<file path="src/rtl/rxd_pkg.sv">
// Shared types for the receive FIFO drain controller.
// Assumes: nothing beyond IEEE 1800-2017 enums.
package rxd_pkg;

    // Outcome of examining one trusted occupancy count
    typedef enum logic [1:0] {
        ACT_FAULT  = 2'd0,
        ACT_REPOLL = 2'd1,
        ACT_DRAIN  = 2'd2
    } plan_act_t;

    // Sequencer states
    typedef enum logic [2:0] {
        S_IDLE      = 3'd0,
        S_POLL_REQ  = 3'd1,
        S_POLL_WAIT = 3'd2,
        S_RD_REQ    = 3'd3,
        S_RD_WAIT   = 3'd4,
        S_FIN       = 3'd5
    } drain_st_t;

endpackage

</file>
<file path="src/rtl/rxd_count_acq.sv">
// Stable-count acquirer: accepts an occupancy sample only when it equals
// the sample just before it, and flags an overrun when the last allowed
// read of an acquisition still disagrees.
// Assumes: smp_vld_i is a one-cycle pulse per completed counter read;
// clear_i starts a fresh acquisition and wins over a sample.
module rxd_count_acq #(
    parameter int CNT_W     = 7,
    parameter int MAX_READS = 4
) (
    input  logic             clk,
    input  logic             rst_n,
    input  logic             clear_i,
    input  logic             smp_vld_i,
    input  logic [CNT_W-1:0] smp_i,
    output logic             stable_o,
    output logic             overrun_o,
    output logic [CNT_W-1:0] cnt_o
);
    localparam int RD_W = $clog2(MAX_READS + 1);

    logic [CNT_W-1:0] prev_q;
    logic             have_prev_q;
    logic [RD_W-1:0]  reads_q;
    logic             match;

    // Compare the new sample against the previous one
    always_comb begin
        match     = smp_vld_i && have_prev_q && (smp_i == prev_q);
        stable_o  = match;
        overrun_o = smp_vld_i && !match && (reads_q == RD_W'(MAX_READS - 1));
        cnt_o     = smp_i;
    end

    // Remember the last sample and how many reads this acquisition used
    always_ff @(posedge clk) begin
        if (!rst_n || clear_i) begin
            prev_q      <= '0;
            have_prev_q <= 1'b0;
            reads_q     <= '0;
        end else if (smp_vld_i) begin
            prev_q      <= smp_i;
            have_prev_q <= 1'b1;
            reads_q     <= reads_q + RD_W'(1);
        end
    end

endmodule

</file>
<file path="src/rtl/rxd_chunk_plan.sv">
// Chunk planner: from a trusted count and the bytes still owed, decides
// whether to fault, count again, or drain, and how many bytes to drain.
// Assumes: rem_i is at least 1 whenever the result is used.
module rxd_chunk_plan
    import rxd_pkg::*;
#(
    parameter int CNT_W      = 7,
    parameter int LEN_W      = 8,
    parameter int FIFO_DEPTH = 64
) (
    input  logic [CNT_W-1:0] cnt_i,
    input  logic [LEN_W-1:0] rem_i,
    input  logic             wait_mode_i,
    output plan_act_t        act_o,
    output logic [CNT_W-1:0] chunk_o
);
    logic [LEN_W-1:0] cnt_ext;

    // Pick the action and chunk size for this count
    always_comb begin
        cnt_ext = LEN_W'(cnt_i);
        act_o   = ACT_REPOLL;
        chunk_o = '0;
        if (cnt_i > CNT_W'(FIFO_DEPTH) || cnt_ext > rem_i) begin
            act_o = ACT_FAULT;
        end else if (cnt_ext == rem_i) begin
            act_o   = ACT_DRAIN;
            chunk_o = cnt_i;
        end else if (!wait_mode_i && cnt_i >= CNT_W'(2)) begin
            act_o   = ACT_DRAIN;
            chunk_o = cnt_i - CNT_W'(1);
        end
    end

endmodule

</file>
<file path="src/rtl/rxd_drain_ctrl.sv">
// Receive FIFO drain controller: counts, plans and drains one packet
// from a remote FIFO over a byte-level SPI transaction port.
// Assumes: one spi_done_i pulse per spi_req_o, arriving at least one
// cycle after the request; the counter value sits in the low CNT_W bits.
module rxd_drain_ctrl
    import rxd_pkg::*;
#(
    parameter int LEN_W      = 8,
    parameter int CNT_W      = 7,
    parameter int DATA_W     = 8,
    parameter int ADDR_W     = 6,
    parameter int FIFO_DEPTH = 64,
    parameter int BUF_MAX    = 200,
    parameter int MAX_READS  = 4,
    parameter logic [ADDR_W-1:0] COUNT_ADDR = 6'h3B,
    parameter logic [ADDR_W-1:0] FIFO_ADDR  = 6'h3F
) (
    input  logic              clk,
    input  logic              rst_n,
    input  logic              start_i,
    input  logic [LEN_W-1:0]  pkt_len_i,
    input  logic              wait_mode_i,
    output logic              spi_req_o,
    output logic              spi_cmd_o,
    output logic [ADDR_W-1:0] spi_addr_o,
    input  logic [DATA_W-1:0] spi_rdata_i,
    input  logic              spi_done_i,
    output logic [DATA_W-1:0] rx_data_o,
    output logic              rx_vld_o,
    output logic              done_o,
    output logic              err_o
);
    drain_st_t        state_q;
    logic [LEN_W-1:0] rem_q;
    logic [CNT_W-1:0] left_q;
    logic             wmode_q;

    logic             acq_clr, acq_smp, acq_stable, acq_over;
    logic [CNT_W-1:0] acq_cnt, plan_chunk;
    plan_act_t        plan_act;

    // Drive the transaction port from the current state
    always_comb begin
        spi_req_o  = (state_q == S_POLL_REQ) || (state_q == S_RD_REQ);
        spi_cmd_o  = (state_q == S_RD_REQ) || (state_q == S_RD_WAIT);
        spi_addr_o = spi_cmd_o ? FIFO_ADDR : COUNT_ADDR;
        acq_smp    = spi_done_i && (state_q == S_POLL_WAIT);
        acq_clr    = (state_q == S_IDLE) || (state_q == S_RD_REQ) || acq_stable;
    end

    rxd_count_acq #(
        .CNT_W     (CNT_W),
        .MAX_READS (MAX_READS)
    ) u_acq (
        .clk       (clk),
        .rst_n     (rst_n),
        .clear_i   (acq_clr),
        .smp_vld_i (acq_smp),
        .smp_i     (spi_rdata_i[CNT_W-1:0]),
        .stable_o  (acq_stable),
        .overrun_o (acq_over),
        .cnt_o     (acq_cnt)
    );

    rxd_chunk_plan #(
        .CNT_W      (CNT_W),
        .LEN_W      (LEN_W),
        .FIFO_DEPTH (FIFO_DEPTH)
    ) u_plan (
        .cnt_i       (acq_cnt),
        .rem_i       (rem_q),
        .wait_mode_i (wmode_q),
        .act_o       (plan_act),
        .chunk_o     (plan_chunk)
    );

    // Sequencer: length check, count polling, chunked drain, completion
    always_ff @(posedge clk) begin
        if (!rst_n) begin
            state_q   <= S_IDLE;
            rem_q     <= '0;
            left_q    <= '0;
            wmode_q   <= 1'b0;
            rx_data_o <= '0;
            rx_vld_o  <= 1'b0;
            done_o    <= 1'b0;
            err_o     <= 1'b0;
        end else begin
            rx_vld_o <= 1'b0;
            done_o   <= 1'b0;
            err_o    <= 1'b0;
            case (state_q)
                S_IDLE: begin
                    if (start_i) begin
                        if (pkt_len_i == '0 || pkt_len_i > LEN_W'(BUF_MAX)) begin
                            err_o <= 1'b1;
                        end else begin
                            rem_q   <= pkt_len_i;
                            wmode_q <= wait_mode_i;
                            state_q <= S_POLL_REQ;
                        end
                    end
                end
                S_POLL_REQ: state_q <= S_POLL_WAIT;
                S_POLL_WAIT: begin
                    if (spi_done_i) begin
                        if (acq_over) begin
                            err_o   <= 1'b1;
                            state_q <= S_IDLE;
                        end else if (!acq_stable || plan_act == ACT_REPOLL) begin
                            state_q <= S_POLL_REQ;
                        end else if (plan_act == ACT_FAULT) begin
                            err_o   <= 1'b1;
                            state_q <= S_IDLE;
                        end else begin
                            left_q  <= plan_chunk;
                            state_q <= S_RD_REQ;
                        end
                    end
                end
                S_RD_REQ: state_q <= S_RD_WAIT;
                S_RD_WAIT: begin
                    if (spi_done_i) begin
                        rx_data_o <= spi_rdata_i;
                        rx_vld_o  <= 1'b1;
                        rem_q     <= rem_q - LEN_W'(1);
                        left_q    <= left_q - CNT_W'(1);
                        if (left_q != CNT_W'(1))   state_q <= S_RD_REQ;
                        else if (rem_q == LEN_W'(1)) state_q <= S_FIN;
                        else                        state_q <= S_POLL_REQ;
                    end
                end
                S_FIN: begin
                    done_o  <= 1'b1;
                    state_q <= S_IDLE;
                end
                default: state_q <= S_IDLE;
            endcase
        end
    end

endmodule

</file>
<file path="config.mk">
export PLATFORM = sky130hd
export DESIGN_NAME = rxd_drain_ctrl
export DESIGN_NICKNAME = d
export VERILOG_FILES = /design/src/rtl/rxd_pkg.sv /design/src/rtl/rxd_count_acq.sv /design/src/rtl/rxd_chunk_plan.sv /design/src/rtl/rxd_drain_ctrl.sv
export SDC_FILE = /design/constraint.sdc
export NUM_CORES = 1
export LEC_CHECK = 0
export CORE_MARGIN = 3
export CORE_UTILIZATION = 25
export DETAILED_ROUTE_END_ITERATION = 7
export DONT_BUFFER_PORTS = 1
export HOLD_SLACK_MARGIN = 0.15
export SLEW_MARGIN = 20
export SYNTH_ARGS = -nofsm -noshare
export SYNTH_HDL_FRONTEND = slang
export SYNTH_SLANG_ARGS = --single-unit
</file>
<file path="constraint.sdc">
create_clock -name clk -period 2.29 [get_ports clk]
set_clock_uncertainty 0.05 [all_clocks]
set_input_delay 0 -clock clk [delete_from_list [all_inputs] [get_ports clk]]
set_output_delay 0 -clock clk [all_outputs]
set_load 0.02 [all_outputs]
</file>
==> results.md <==
* Power per cell area at between 500 and 600 nW/um^2
* GRT Total Usage at roughly 13%
* Outcome: complete, no violations
* Sink Count at 41
* Synth warn at 0
* Tcrit/Tclk final at between 90 and 100%
* Reg2Reg Depth at 10
* EDFF count, synth at 0
* DR vias/cell at a little under 5
* Final wirelength at between 7000 and 8000 um
* Root buffer selected by CTS: clkbuf_8
* Die H at between 100 and 150 um
* Peak fanout along the critical path at 5
* Library cells used by synthesis at 53
* Number of synthesized register bits at between 40 and 50
* Top Metal Used: met4
* Synth Area in Simple Gates at between 20% and 30%
* Cell type with the largest total area after synthesis: dfxtp_1
* Final setup vio count at 0
* Rows at 36
* Initial DRT Pass Iterations at 4
* CP Buf/Inv Count at 3
* CP max stage cell: nor4b_4
* Port bufs at 0
* Area grow syn2layout at 28.4%
* Largest net degree at the start of global routing at 27
* Routed length on met3 at about 310 um
* Worst Setup Start Kind: flip-flop
* Crit-path cells: inv_1, ha_4, nand4b_1, buf_4, nor2_4, a211oi_4, nor4b_4, buf_4, or2_4, a311oi_2
* Xor/xnor share of the synthesized area at around 6.5%
* Asr flop ratio synth at 0%
* Synth area leaders: dfxtp_1, nand2_1, ha_1
* Max-cap violations at 0
* Full die area at around 12,000 um^2
* FF-to-FF Start: rem_q[6]
* Syn Std Cell Area at approximately 2600 um^2
* Fin util at about 33%
* Fillers at ~1k
* Peak supply drop at approximately 370 uV
* Met1 Wirelength at between 3000 and 4000 um
* H-tree depth at 2
* Critical path depth in cells at 10
* Largest family of logic cells by synthesized area: simple AND/OR/NAND/NOR gates
* Skew-Pair Late Insertion Delay at around 300 ps
* Total grt overflow at 0
* Adder-cell area share of the yosys netlist at about 6.8%
* Period minus WS final at approximately 2200 ps
* Cell depth of the worst hold path at 3
* Hold Crit Class: in2reg
* Placer Congestion at 0.878
* Fmax at 458 MHz
* Final Max Slew Viols at 0
* Final Hold Vio Count at 0
* LEAKAGE at between 0.001 and 0.0015 uW
* Ports at 40
* Most used flip-flop cell after synthesis: dfxtp_1
* DRT iter0 DRCs at between 100 and 150
* RSZ-0062 raised after global routing: true
* Critical R2R Capture: left_q[4]
* WP data required at 2420 ps
* CTS tree: yes
* Post-synthesis mux area share at less than 1%
* Fin Setup TNS at 0 ps
* Critical path's largest stage delay at 340 ps
* Flop-to-flop setup slack at 110 ps
* Worst Min Path Start: spi_rdata_i[0]
* Arrival @ worst endpoint at 2310 ps
* CTS Buffer Depth at 2
* Drt drc at 0
* Syn Inst Count at approximately 330
* First-pass GRT wire length at about 12,000 um
* Layout cells sized above 1 at between 15 and 20%
* Crit-path most repeated cell: buf_4
* Final ANT Viol Nets at 0
* Syn_area_per_cell at between 7 and 8 um^2
* Post-synth top area share at between 30% and 40%
* Nets at 400
* Hold endpoint: u_acq.prev_q[0]
* Initial antenna violation count at 0
* Synth Area in Compound Gates at 18.2%
* Setup crit end kind: flip-flop
* Die W at 107 um
* CTS Buf Count at 5
* Sequential area share after synthesis at 32.0%
* ANT cells at 0
* Non-filler cells, final at roughly 500
* Vias in the first global route at 2,369
* Starting density of the core at between 20% and 30%
* Vias at approximately 2.5k
* Core Footprint at 9860 um^2
* Hpwl dp at between 4000 and 5000 um
* Met2 wire len at between 3000 and 4000 um
* Crit path max-delay family: simple AND/OR/NAND/NOR gates
* Crit Path Category: reg2reg
* Routed len/inst at about 15 um
* Clock transition at path regs at roughly 80 ps
* Placed insts at between 400 and 500
[synthesized netlist by cell type, drive strengths merged, types with 5 or more instances]
cell / n
nand2: 58
dfxtp: 41
a21oi: 29
nor2: 29
ha: 14
inv: 14
xnor2: 14
clkbuf: 13
nor3: 12
nand3: 10
o21ai: 10
buf: 8
a211oi: 7
nand2b: 5
nand4: 5
xor2: 5
[cell usage in the layout (no fill, tap or decap), types with 10 or more instances in the layout]
cell type	instances
nand2_1	58
dfxtp_1	36
a21oi_1	29
nor2_1	27
dlygate4sd3_1	22
buf_4	20
xnor2_1	14
inv_1	10
nor3_1	10
nand3_1	10
o21ai_0	10
[cells by family (layout without fill, tap and decap cells)]
logic type | after synthesis | count (layout)
fa+ha+maj | 14 | 14
simple gates | 145 | 145
flops | 41 | 41
other cells | 1 | 5
compound gates | 73 | 73
buf+inv | 36 | 67
xor+xnor | 19 | 19
mux | 2 | 2
[area by class of cell]
| type | count | area (um^2) | share of cell area, % |
|---|---|---|---|
| multi-input combinational | 258 | 1740 | 52.7 |
| clock inverter | 3 | 46.3 | 1.40 |
| tap | 133 | 166 | 5.05 |
| inverter | 15 | 56.3 | 1.71 |
| timing repair buffer | 44 | 394 | 12.0 |
| clock buffer | 5 | 68.8 | 2.09 |
| sequential | 41 | 827 | 25.1 |
[stage by stage]
step	power [uW]	worst slack, ps	area [um^2]	hold slack, ps
after floorplan	957	145	2580	67.5
after global placement	1010	106	2760	77.7
after detailed placement	1010	5.29	2760	79.1
after CTS	1650	21.4	3120	161
after global routing	1750	-23.4	3300	158
final	1670	106	3300	130
[per-layer routing]
layer / track usage, % / vias up
met5: 0 / -
met4: 5.95 / 0
met3: 2.22 / 17
met2: 21.1 / 68
met1: 15.5 / 1156
li1: - / 1210
[worst reg2reg max path: cells and delay by family (launching register included)]
family          cells  cell delay (ps)
simple gates        4              810
flops               1              330
compound gates      2              180
buf+inv             3              440
fa+ha+maj           1              270
[repair_timing]
item                       in CTS  in global routing
pin swaps                       1                  6
resized for setup               1                 29
gates cloned                    0                  1
setup endpoints to repair       4                  9
buffers inserted                1                  3
hold endpoints to repair       41                  0
hold buffers                   23                  0
[state kept, by name, indices dropped and copies added, names as in the netlist, 3 cells and up]
| register | flops |
|---|---|
| rem_q | 8 |
| rx_data_o | 8 |
| left_q | 7 |
| u_acq.prev_q | 7 |
| state_q | 3 |
| u_acq.reads_q | 3 |
[worst max path at each step]
| stage | end | slack, ps | startpoint |
|---|---|---|---|
| 2_1_floorplan | left_q[3] | 150 | rem_q[4] |
| 3_3_place_gp | left_q[4] | 110 | rem_q[1] |
| 3_5_place_dp | left_q[3] | 5 | rem_q[3] |
| 4_1_cts | left_q[3] | 20 | spi_rdata_i[0] |
| 5_1_grt | left_q[4] | -20 | rem_q[6] |
| 6_report | left_q[4] | 110 | rem_q[6] |
[power by group]
group | internal, uW | switching [uW] | total, uW
Combinational | 142 | 192 | 334
Clock | 326 | 264 | 590
Sequential | 730 | 13.3 | 744
(Power assumes the default switching activity.)
